File: src/rtl/eth_rxfmt_pkg.sv
package eth_rxfmt_pkg;

  localparam logic [31:0] CRC_POLY_REV = 32'hEDB88320;
  localparam int HDR_BYTES = 4;
  localparam int CRC_BYTES = 4;
  localparam int STAT_ODD_BIT = 12;
  localparam int STAT_LONG_BIT = 11;
  localparam logic [7:0] TRAIL_ODD = 8'h60;
  localparam logic [7:0] TRAIL_EVEN = 8'h40;

  typedef enum logic [2:0] {
    SRC_DATA,
    SRC_PAD,
    SRC_CRC,
    SRC_TRAIL,
    SRC_HDR
  } wrSrc_e;

  // strobes from control to datapath
  typedef struct packed {
    logic   start;     // claim page, clear length/crc/pointer
    logic   takeByte;  // count input byte and fold into crc
    logic   holdLast;  // keep the odd final byte for the trailer
    logic   write;     // issue one RAM byte write
    wrSrc_e src;       // what the write carries
    logic   subClr;    // last byte of a multi-byte field
  } fmtCtl_t;

  function automatic logic [31:0] crcStep(input logic [31:0] c, input logic [7:0] d);
    logic [31:0] r;
    r = c ^ {24'd0, d};
    for (int k = 0; k < 8; k++) begin
      r = r[0] ? ((r >> 1) ^ CRC_POLY_REV) : (r >> 1);
    end
    return r;
  endfunction

endpackage

File: src/rtl/eth_rxfmt_datapath.sv
module eth_rxfmt_datapath
  import eth_rxfmt_pkg::*;
#(
  parameter int PAGE_BYTES = 2048,
  parameter int PAGE_W = 2,
  parameter int MIN_FRAME = 64,
  parameter int LONG_FRAME = 1518,
  localparam int ADDR_W = $clog2(PAGE_BYTES),
  localparam int LEN_W = ADDR_W + 1
) (
  input  logic              clk,
  input  logic              rstN,
  input  fmtCtl_t           ctl,
  input  logic [7:0]        inData,
  input  logic              stripCrc,
  input  logic [PAGE_W-1:0] freePage,
  output logic [ADDR_W-1:0] memAddr,
  output logic [7:0]        memData,
  output logic [PAGE_W-1:0] pageOut,
  output logic              atLimit,
  output logic              nextOdd,
  output logic              nextShort,
  output logic              padLast,
  output logic              keepCrc,
  output logic [1:0]        subIdx
);

  localparam logic [LEN_W-1:0] MIN_L = LEN_W'(MIN_FRAME);
  localparam logic [LEN_W-1:0] MIN_M1_L = LEN_W'(MIN_FRAME - 1);
  localparam logic [LEN_W-1:0] LONG_L = LEN_W'(LONG_FRAME);
  localparam logic [LEN_W-1:0] PAGE_L = LEN_W'(PAGE_BYTES);
  localparam logic [LEN_W-1:0] HDR_L = LEN_W'(HDR_BYTES);
  localparam logic [LEN_W-1:0] PAD_END_L = LEN_W'(HDR_BYTES + MIN_FRAME - 1);
  localparam logic [LEN_W-1:0] MAX_KEEP_L = LEN_W'(PAGE_BYTES - HDR_BYTES - 2 - CRC_BYTES + 1);
  localparam logic [LEN_W-1:0] MAX_STRIP_L = LEN_W'(PAGE_BYTES - HDR_BYTES - 2 + 1);

  logic [LEN_W-1:0]  lenQ;
  logic [LEN_W-1:0]  wrPtr;
  logic [31:0]       crcQ;
  logic [7:0]        holdQ;
  logic [PAGE_W-1:0] pageQ;
  logic              keepQ;
  logic [1:0]        subQ;

  logic              multiByte;
  assign multiByte = (ctl.src == SRC_CRC) || (ctl.src == SRC_TRAIL) || (ctl.src == SRC_HDR);

  always_ff @(posedge clk) begin
    if (!rstN) begin
      lenQ  <= '0;
      wrPtr <= '0;
      crcQ  <= '1;
      holdQ <= '0;
      pageQ <= '0;
      keepQ <= 1'b0;
      subQ  <= '0;
    end else if (ctl.start) begin
      lenQ  <= '0;
      wrPtr <= HDR_L;
      crcQ  <= '1;
      pageQ <= freePage;
      keepQ <= !stripCrc;
      subQ  <= '0;
    end else begin
      if (ctl.takeByte) begin
        lenQ <= lenQ + 1'b1;
        crcQ <= crcStep(crcQ, inData);
      end else if (ctl.write && ctl.src == SRC_PAD) begin
        crcQ <= crcStep(crcQ, 8'd0);
      end
      if (ctl.holdLast) holdQ <= inData;
      if (ctl.write && ctl.src != SRC_HDR) wrPtr <= wrPtr + 1'b1;
      if (ctl.write && multiByte) subQ <= ctl.subClr ? 2'd0 : subQ + 2'd1;
    end
  end

  logic              shortFrame;
  logic              trailOdd;
  logic [LEN_W-1:0]  padEven;
  logic [15:0]       statusW;
  logic [15:0]       countW;
  logic [31:0]       crcOut;

  assign shortFrame = lenQ < MIN_L;
  assign trailOdd   = lenQ[0] && !shortFrame;
  assign padEven    = shortFrame ? MIN_L : {lenQ[LEN_W-1:1], 1'b0};
  assign crcOut     = ~crcQ;
  assign countW     = 16'(padEven) + 16'(HDR_BYTES + 2) + (keepQ ? 16'(CRC_BYTES) : 16'd0);

  always_comb begin
    statusW = '0;
    statusW[STAT_ODD_BIT]  = lenQ[0];
    statusW[STAT_LONG_BIT] = lenQ > LONG_L;
  end

  always_comb begin
    memAddr = wrPtr[ADDR_W-1:0];
    memData = 8'd0;
    case (ctl.src)
      SRC_DATA:  memData = inData;
      SRC_PAD:   memData = 8'd0;
      SRC_CRC:   memData = crcOut[8*subQ +: 8];
      SRC_TRAIL: begin
        if (subQ == 2'd0) memData = trailOdd ? holdQ : 8'd0;
        else              memData = trailOdd ? TRAIL_ODD : TRAIL_EVEN;
      end
      SRC_HDR: begin
        memAddr = ADDR_W'(subQ);
        case (subQ)
          2'd0:    memData = statusW[7:0];
          2'd1:    memData = statusW[15:8];
          2'd2:    memData = countW[7:0];
          default: memData = countW[15:8];
        endcase
      end
      default: memData = 8'd0;
    endcase
  end

  assign pageOut   = pageQ;
  assign keepCrc   = keepQ;
  assign subIdx    = subQ;
  assign atLimit   = lenQ == (keepQ ? MAX_KEEP_L : MAX_STRIP_L);
  assign nextOdd   = !lenQ[0];
  assign nextShort = lenQ < MIN_M1_L;
  assign padLast   = wrPtr == PAD_END_L;


  ptr_in_page_chk: assert property (@(posedge clk) disable iff (!rstN)
    (ctl.write && ctl.src != SRC_HDR) |-> (wrPtr < PAGE_L));


  pad_after_data_chk: assert property (@(posedge clk) disable iff (!rstN)
    (ctl.write && ctl.src == SRC_PAD) |-> (lenQ < MIN_L));

endmodule

File: src/rtl/eth_rxfmt_ctrl.sv
module eth_rxfmt_ctrl
  import eth_rxfmt_pkg::*;
(
  input  logic       clk,
  input  logic       rstN,
  input  logic       rxEnable,
  input  logic       softReset,
  input  logic       freeValid,
  input  logic       inValid,
  input  logic       inFirst,
  input  logic       inLast,
  input  logic       atLimit,
  input  logic       nextOdd,
  input  logic       nextShort,
  input  logic       padLast,
  input  logic       keepCrc,
  input  logic [1:0] subIdx,
  output fmtCtl_t    ctl,
  output logic       inReady,
  output logic       takePage,
  output logic       rxDone,
  output logic       rxOk
);

  typedef enum logic [2:0] {
    S_IDLE, S_RECV, S_SKIP, S_PAD, S_CRC, S_TRAIL, S_HDR, S_DONE
  } state_e;

  state_e stateQ, stateN;
  logic   okQ, okN;

  always_ff @(posedge clk) begin
    if (!rstN) begin
      stateQ <= S_IDLE;
      okQ    <= 1'b0;
    end else begin
      stateQ <= stateN;
      okQ    <= okN;
    end
  end

  always_comb begin
    ctl      = '0;
    ctl.src  = SRC_DATA;
    inReady  = 1'b0;
    takePage = 1'b0;
    stateN   = stateQ;
    okN      = okQ;
    case (stateQ)
      S_IDLE: begin
        inReady = !inFirst;
        if (inValid && inFirst) begin
          if (rxEnable && !softReset && freeValid) begin
            ctl.start = 1'b1;
            takePage  = 1'b1;
            stateN    = S_RECV;
          end else begin
            okN    = 1'b0;
            stateN = S_SKIP;
          end
        end
      end
      S_RECV: begin
        inReady = 1'b1;
        if (inValid) begin
          if (atLimit) begin
            okN    = 1'b0;
            stateN = inLast ? S_DONE : S_SKIP;
          end else begin
            ctl.takeByte = 1'b1;
            if (inLast && nextOdd && !nextShort) begin
              ctl.holdLast = 1'b1;
            end else begin
              ctl.write = 1'b1;
              ctl.src   = SRC_DATA;
            end
            if (inLast) stateN = nextShort ? S_PAD : (keepCrc ? S_CRC : S_TRAIL);
          end
        end
      end
      S_SKIP: begin
        inReady = 1'b1;
        if (inValid && inLast) stateN = S_DONE;
      end
      S_PAD: begin
        ctl.write = 1'b1;
        ctl.src   = SRC_PAD;
        if (padLast) stateN = keepCrc ? S_CRC : S_TRAIL;
      end
      S_CRC: begin
        ctl.write = 1'b1;
        ctl.src   = SRC_CRC;
        if (subIdx == 2'd3) begin
          ctl.subClr = 1'b1;
          stateN     = S_TRAIL;
        end
      end
      S_TRAIL: begin
        ctl.write = 1'b1;
        ctl.src   = SRC_TRAIL;
        if (subIdx == 2'd1) begin
          ctl.subClr = 1'b1;
          stateN     = S_HDR;
        end
      end
      S_HDR: begin
        ctl.write = 1'b1;
        ctl.src   = SRC_HDR;
        if (subIdx == 2'd3) begin
          ctl.subClr = 1'b1;
          okN        = 1'b1;
          stateN     = S_DONE;
        end
      end
      S_DONE:  stateN = S_IDLE;
      default: stateN = S_IDLE;
    endcase
  end

  assign rxDone = stateQ == S_DONE;
  assign rxOk   = okQ;


  done_single_chk: assert property (@(posedge clk) disable iff (!rstN)
    rxDone |=> !rxDone);


  done_after_write_chk: assert property (@(posedge clk) disable iff (!rstN)
    (rxDone && rxOk) |-> $past(ctl.write));


  take_enabled_chk: assert property (@(posedge clk) disable iff (!rstN)
    takePage |-> (rxEnable && !softReset));


  take_free_chk: assert property (@(posedge clk) disable iff (!rstN)
    takePage |-> freeValid);


  done_quiet_chk: assert property (@(posedge clk) disable iff (!rstN)
    rxDone |-> (!ctl.write && !inReady));

endmodule

File: src/rtl/eth_rx_formatter.sv
module eth_rx_formatter
  import eth_rxfmt_pkg::*;
#(
  parameter int PAGE_BYTES = 2048,
  parameter int PAGE_W = 2,
  parameter int MIN_FRAME = 64,
  parameter int LONG_FRAME = 1518,
  localparam int ADDR_W = $clog2(PAGE_BYTES)
) (
  input  logic              clk,
  input  logic              rstN,
  input  logic              rxEnable,
  input  logic              softReset,
  input  logic              stripCrc,
  input  logic              inValid,
  output logic              inReady,
  input  logic [7:0]        inData,
  input  logic              inFirst,
  input  logic              inLast,
  input  logic              freeValid,
  input  logic [PAGE_W-1:0] freePage,
  output logic              takePage,
  output logic              memWe,
  output logic [PAGE_W-1:0] memPage,
  output logic [ADDR_W-1:0] memAddr,
  output logic [7:0]        memData,
  output logic              rxDone,
  output logic              rxOk,
  output logic [PAGE_W-1:0] rxPage
);

  fmtCtl_t     ctl;
  logic        atLimit, nextOdd, nextShort, padLast, keepCrc;
  logic [1:0]  subIdx;
  logic [PAGE_W-1:0] pageQ;

  eth_rxfmt_ctrl ctrl_i (
    .clk(clk), .rstN(rstN),
    .rxEnable(rxEnable), .softReset(softReset), .freeValid(freeValid),
    .inValid(inValid), .inFirst(inFirst), .inLast(inLast),
    .atLimit(atLimit), .nextOdd(nextOdd), .nextShort(nextShort),
    .padLast(padLast), .keepCrc(keepCrc), .subIdx(subIdx),
    .ctl(ctl), .inReady(inReady), .takePage(takePage),
    .rxDone(rxDone), .rxOk(rxOk)
  );

  eth_rxfmt_datapath #(
    .PAGE_BYTES(PAGE_BYTES), .PAGE_W(PAGE_W),
    .MIN_FRAME(MIN_FRAME), .LONG_FRAME(LONG_FRAME)
  ) dp_i (
    .clk(clk), .rstN(rstN), .ctl(ctl), .inData(inData),
    .stripCrc(stripCrc), .freePage(freePage),
    .memAddr(memAddr), .memData(memData), .pageOut(pageQ),
    .atLimit(atLimit), .nextOdd(nextOdd), .nextShort(nextShort),
    .padLast(padLast), .keepCrc(keepCrc), .subIdx(subIdx)
  );

  assign memWe   = ctl.write;
  assign memPage = pageQ;
  assign rxPage  = pageQ;

endmodule

File: config.mk
export PLATFORM = sky130hd
export DESIGN_NAME = eth_rx_formatter
export DESIGN_NICKNAME = d
export VERILOG_FILES = /design/src/rtl/eth_rxfmt_pkg.sv /design/src/rtl/eth_rxfmt_datapath.sv /design/src/rtl/eth_rxfmt_ctrl.sv /design/src/rtl/eth_rx_formatter.sv
export SDC_FILE = /design/constraint.sdc
export NUM_CORES = 1
export LEC_CHECK = 0
export BUFFER_PORTS_ARGS = -buffer_cell sky130_fd_sc_hd__buf_2
export CELL_PAD_IN_SITES_DETAIL_PLACEMENT = 1
export CELL_PAD_IN_SITES_GLOBAL_PLACEMENT = 2
export CORE_MARGIN = 2
export CORE_UTILIZATION = 33
export DETAILED_ROUTE_END_ITERATION = 10
export PLACE_DENSITY = 0.81
export SLEW_MARGIN = 20
export SYNTH_ARGS = -nofsm -noshare
export SYNTH_HDL_FRONTEND = slang
export SYNTH_SLANG_ARGS = --single-unit
File: constraint.sdc
create_clock -name clk -period 2.8 [get_ports clk]
set_input_delay 0 -clock clk [delete_from_list [all_inputs] [get_ports clk]]
set_output_delay 0 -clock clk [all_outputs]
set_load 0.02 [all_outputs]
==> qor.yml <==
holdWs_ns: 0.0549
hold_path.class: "in2reg"
fin_ws_ns: -0.578
ir_drop_uv: 321
drive_gt1_share_pct: 25.1
crit_type: "reg2out"
outcome: "complete, but fails checks"
synth_top_area_share_pct: 24.5
slew_viol_final: 0
cp_slowest_stage_delay_ns: 0.54
drt_iter0_drc: 235
htreeDepth: 3
p_int_mw: 2.47
pwr-share-clk_pct: 33.8
worstSkewPairLatency_ns: 0.35
fin_nets: 841
dieArea_sq_um: 19100
start_util_pct: 33.4
period_share_pct: 121
synth_ff_type: "dfxtp_1"
via_per_inst: 5.48
synth.distinct_cells: 69
switching_share_pct: 34.4
syn_area_sq_um: 5960
syn_to_final_growth_pct: 26.6
critical-path-top-delay-family: "simple AND/OR/NAND/NOR gates"
antenna_found_initial: 0
cts_buffers: 9
place_congestion: 0.862
final_cells: 1045
ant_nets: 0
synth_cells: 729
cts_num_sinks: 73
synth_warnings: 0
wl_per_cell_microns: 20.6
cp_cell_sequence: "or4_4 -> or3_4 -> nand2_4 -> ha_4 -> inv_2 -> ha_4 -> and3_1 -> a31oi_2 -> and4b_2 -> buf_4 -> xor2_2 -> nand2_1 -> nand2_2 -> buf_6"
cp-start-kind: "flop"
layout_commonest_cell: "xnor2_1"
final.min_clock_period_ns: 3.38
synthArstFlopShare_pct: 0
synth_top_area_cell: "dfxtp_1"
fmax_ghz: 0.296
syn_nets: 758
track_usage_pct: 22.5
drc: 0
ctsLongestPathBuffers: 2
io_pins: 47
first_pass_iters: 4
max-cap-violations: 0
insertedDiodeCount: 0
seqPwrFrac_pct: 30.7
required_ns: 2.80
cp_max_fo: 5
grt_start_max_net_pins: 40
grt_pass1_vias: 6162
grt_setup_unrepaired: "true"
cts_tree: "done"
port_buffers: 46
crit_buf_inv: 3
layout_common_cells: "106 x xnor2_1, 78 x buf_4, 74 x nand2_1"
fp.dieH_microns: 138
power_mw: 3.77
yosys_register_bits: 73
leakage_nw: 2.89
clk_pin_slew_worst_paths_ns: 0.06
end_kind: "output port"
die_w_microns: 138
relSlewSlack_pct: 41.6
dp.cells: 1020
grt_pass1_wl_mm: 34.1
cp.arrival_ns: 3.38
p_sw_mw: 1.30
cellPowerDensity_nw_per_um2: 500
vias: 5727
grt_overflow: 0
rows: 49
ys_seq_area_share_pct: 24.5
power_frac_comb_pct: 35.5
hold_viol_final: 0
cp_common_cell: "ha_4"
synth_edf_count: 0
setup_viol: 8
slowest_stage: "or4_4"
root_buffer: "clkbuf_16"
worst_pin_slew_ns: 0.875
violations: "negative setup slack"
n_fill_cell: 2096
finalWirelength_mm: 21.5
coreArea_sq_um: 17800
fin_worst_skew_ns: 0.00828
dp_hpwl_mm: 16.1
synth_area_per_cell_sq_um: 8.17
yosys-top-cells-area: "dfxtp_1 25%, xnor2_1 16%, xor2_1 9.3%"
==> layout make-up <==
| class | count | area [sq um] | area share, % |
|---|---|---|---|
| clock inverter | 5 | 80.1 | 1.06 |
| clock buffer | 10 | 239 | 3.17 |
| tap | 229 | 287 | 3.80 |
| sequential | 73 | 1460 | 19.4 |
| multi-input combinational | 587 | 4500 | 59.7 |
| timing repair buffer | 130 | 928 | 12.3 |
| inverter | 11 | 41.3 | 0.548 |
==> state kept, by name, indices dropped and copies added (netlist names) <==
name and flops:
dp_i.holdQ 8, dp_i.pageOut 2, ctrl_i.rxOk 1, dp_i.lenQ 12, dp_i.keepCrc 1, dp_i.crcQ 32, dp_i.wrPtr 12, dp_i.subIdx 2
ctrl_i.stateQ 3
==> routing by layer <==
metal  global-route usage, %  vias to the layer above  wire (microns)
li1                        -                     2694               -
met3                    3.43                       47             866
met2                    39.1                      127           10500
met1                    28.4                     2859            9540
met4                    7.89                        0             625
met5                       0                        -               0
==> power by group through the flow <==
stage | registers, mW | logic [mW] | clock network, mW
floorplan | 1.14 | 0.944 | 0
global placement | 1.18 | 1.26 | 0
detailed placement | 1.18 | 1.30 | 0
CTS | 1.16 | 1.34 | 1.31
global route | 1.16 | 1.45 | 1.34
finish | 1.16 | 1.34 | 1.27
==> Yosys cell counts, types with 4 or more instances <==
cell and n:
o21ai_0 35, a31oi_1 7, o22ai_1 4, nor4_1 5
or3_1 4, nor3_1 8, a221oi_1 7, xnor2_1 109
nand2_1 78, buf_1 6, inv_1 11, nand3_1 15
nand3b_1 6, nand2b_1 4, buf_2 12, nor2_1 66
mux4_2 8, xor2_1 63, o31ai_1 7, and2_1 17
ha_1 10, dfxtp_1 73, clkbuf_1 36, nand4_1 5
and3_1 7, a21oi_1 16, mux2i_1 10, a211oi_1 10
o211ai_1 20, o21ai_1 6
==> through the flow <==
step	setup slack (ns)	instance area [sq um]	setup TNS [ns]	utilization (%)
floorplan	-0.288	6070	-0.907	-
global placement	-0.256	6900	-0.924	38.7
detailed placement	-0.346	6900	-1.56	38.7
CTS	-0.519	7450	-3.49	41.7
global route	-0.704	7540	-4.79	42.2
finish	-0.578	7540	-3.91	42.2
==> kinds of logic after synthesis <==
family	share of synthesized area (%)
AOI/OAI and AO/OA	17.5
xor gates and xnor gates	26.5
adders and majority gates	2.10
buffers and inverters	4.87
DFF	24.5
muxes	4.71
and+or+nand+nor	19.8
==> timing repair <==
item	in CTS	in global routing
setup endpoints to repair	8	12
setup buffers	4	4
pin swaps	22	11
hold buffers	4	0
endpoints found under the hold margin	6	0
resized for setup	32	16
==> worst min-delay path: stages <==
cell	delay [ns]
buf_2	0.19
mux2i_1	0.10
nor2_1	0.07
==> final timing paths <==
path / start / to / slack (ns) / depth (start not counted)
worst min register to register: ctrl_i.rxOk / ctrl_i.rxOk / 0.49 / 2
worst max register to register: dp_i.lenQ[1] / dp_i.wrPtr[6] / 0.22 / 8
worst min-delay path: inData[3] / dp_i.holdQ[3] / 0.05 / 3
worst max-delay path: dp_i.lenQ[9] / memData[7] / -0.58 / 14
Power figures use the tool's default switching activity.
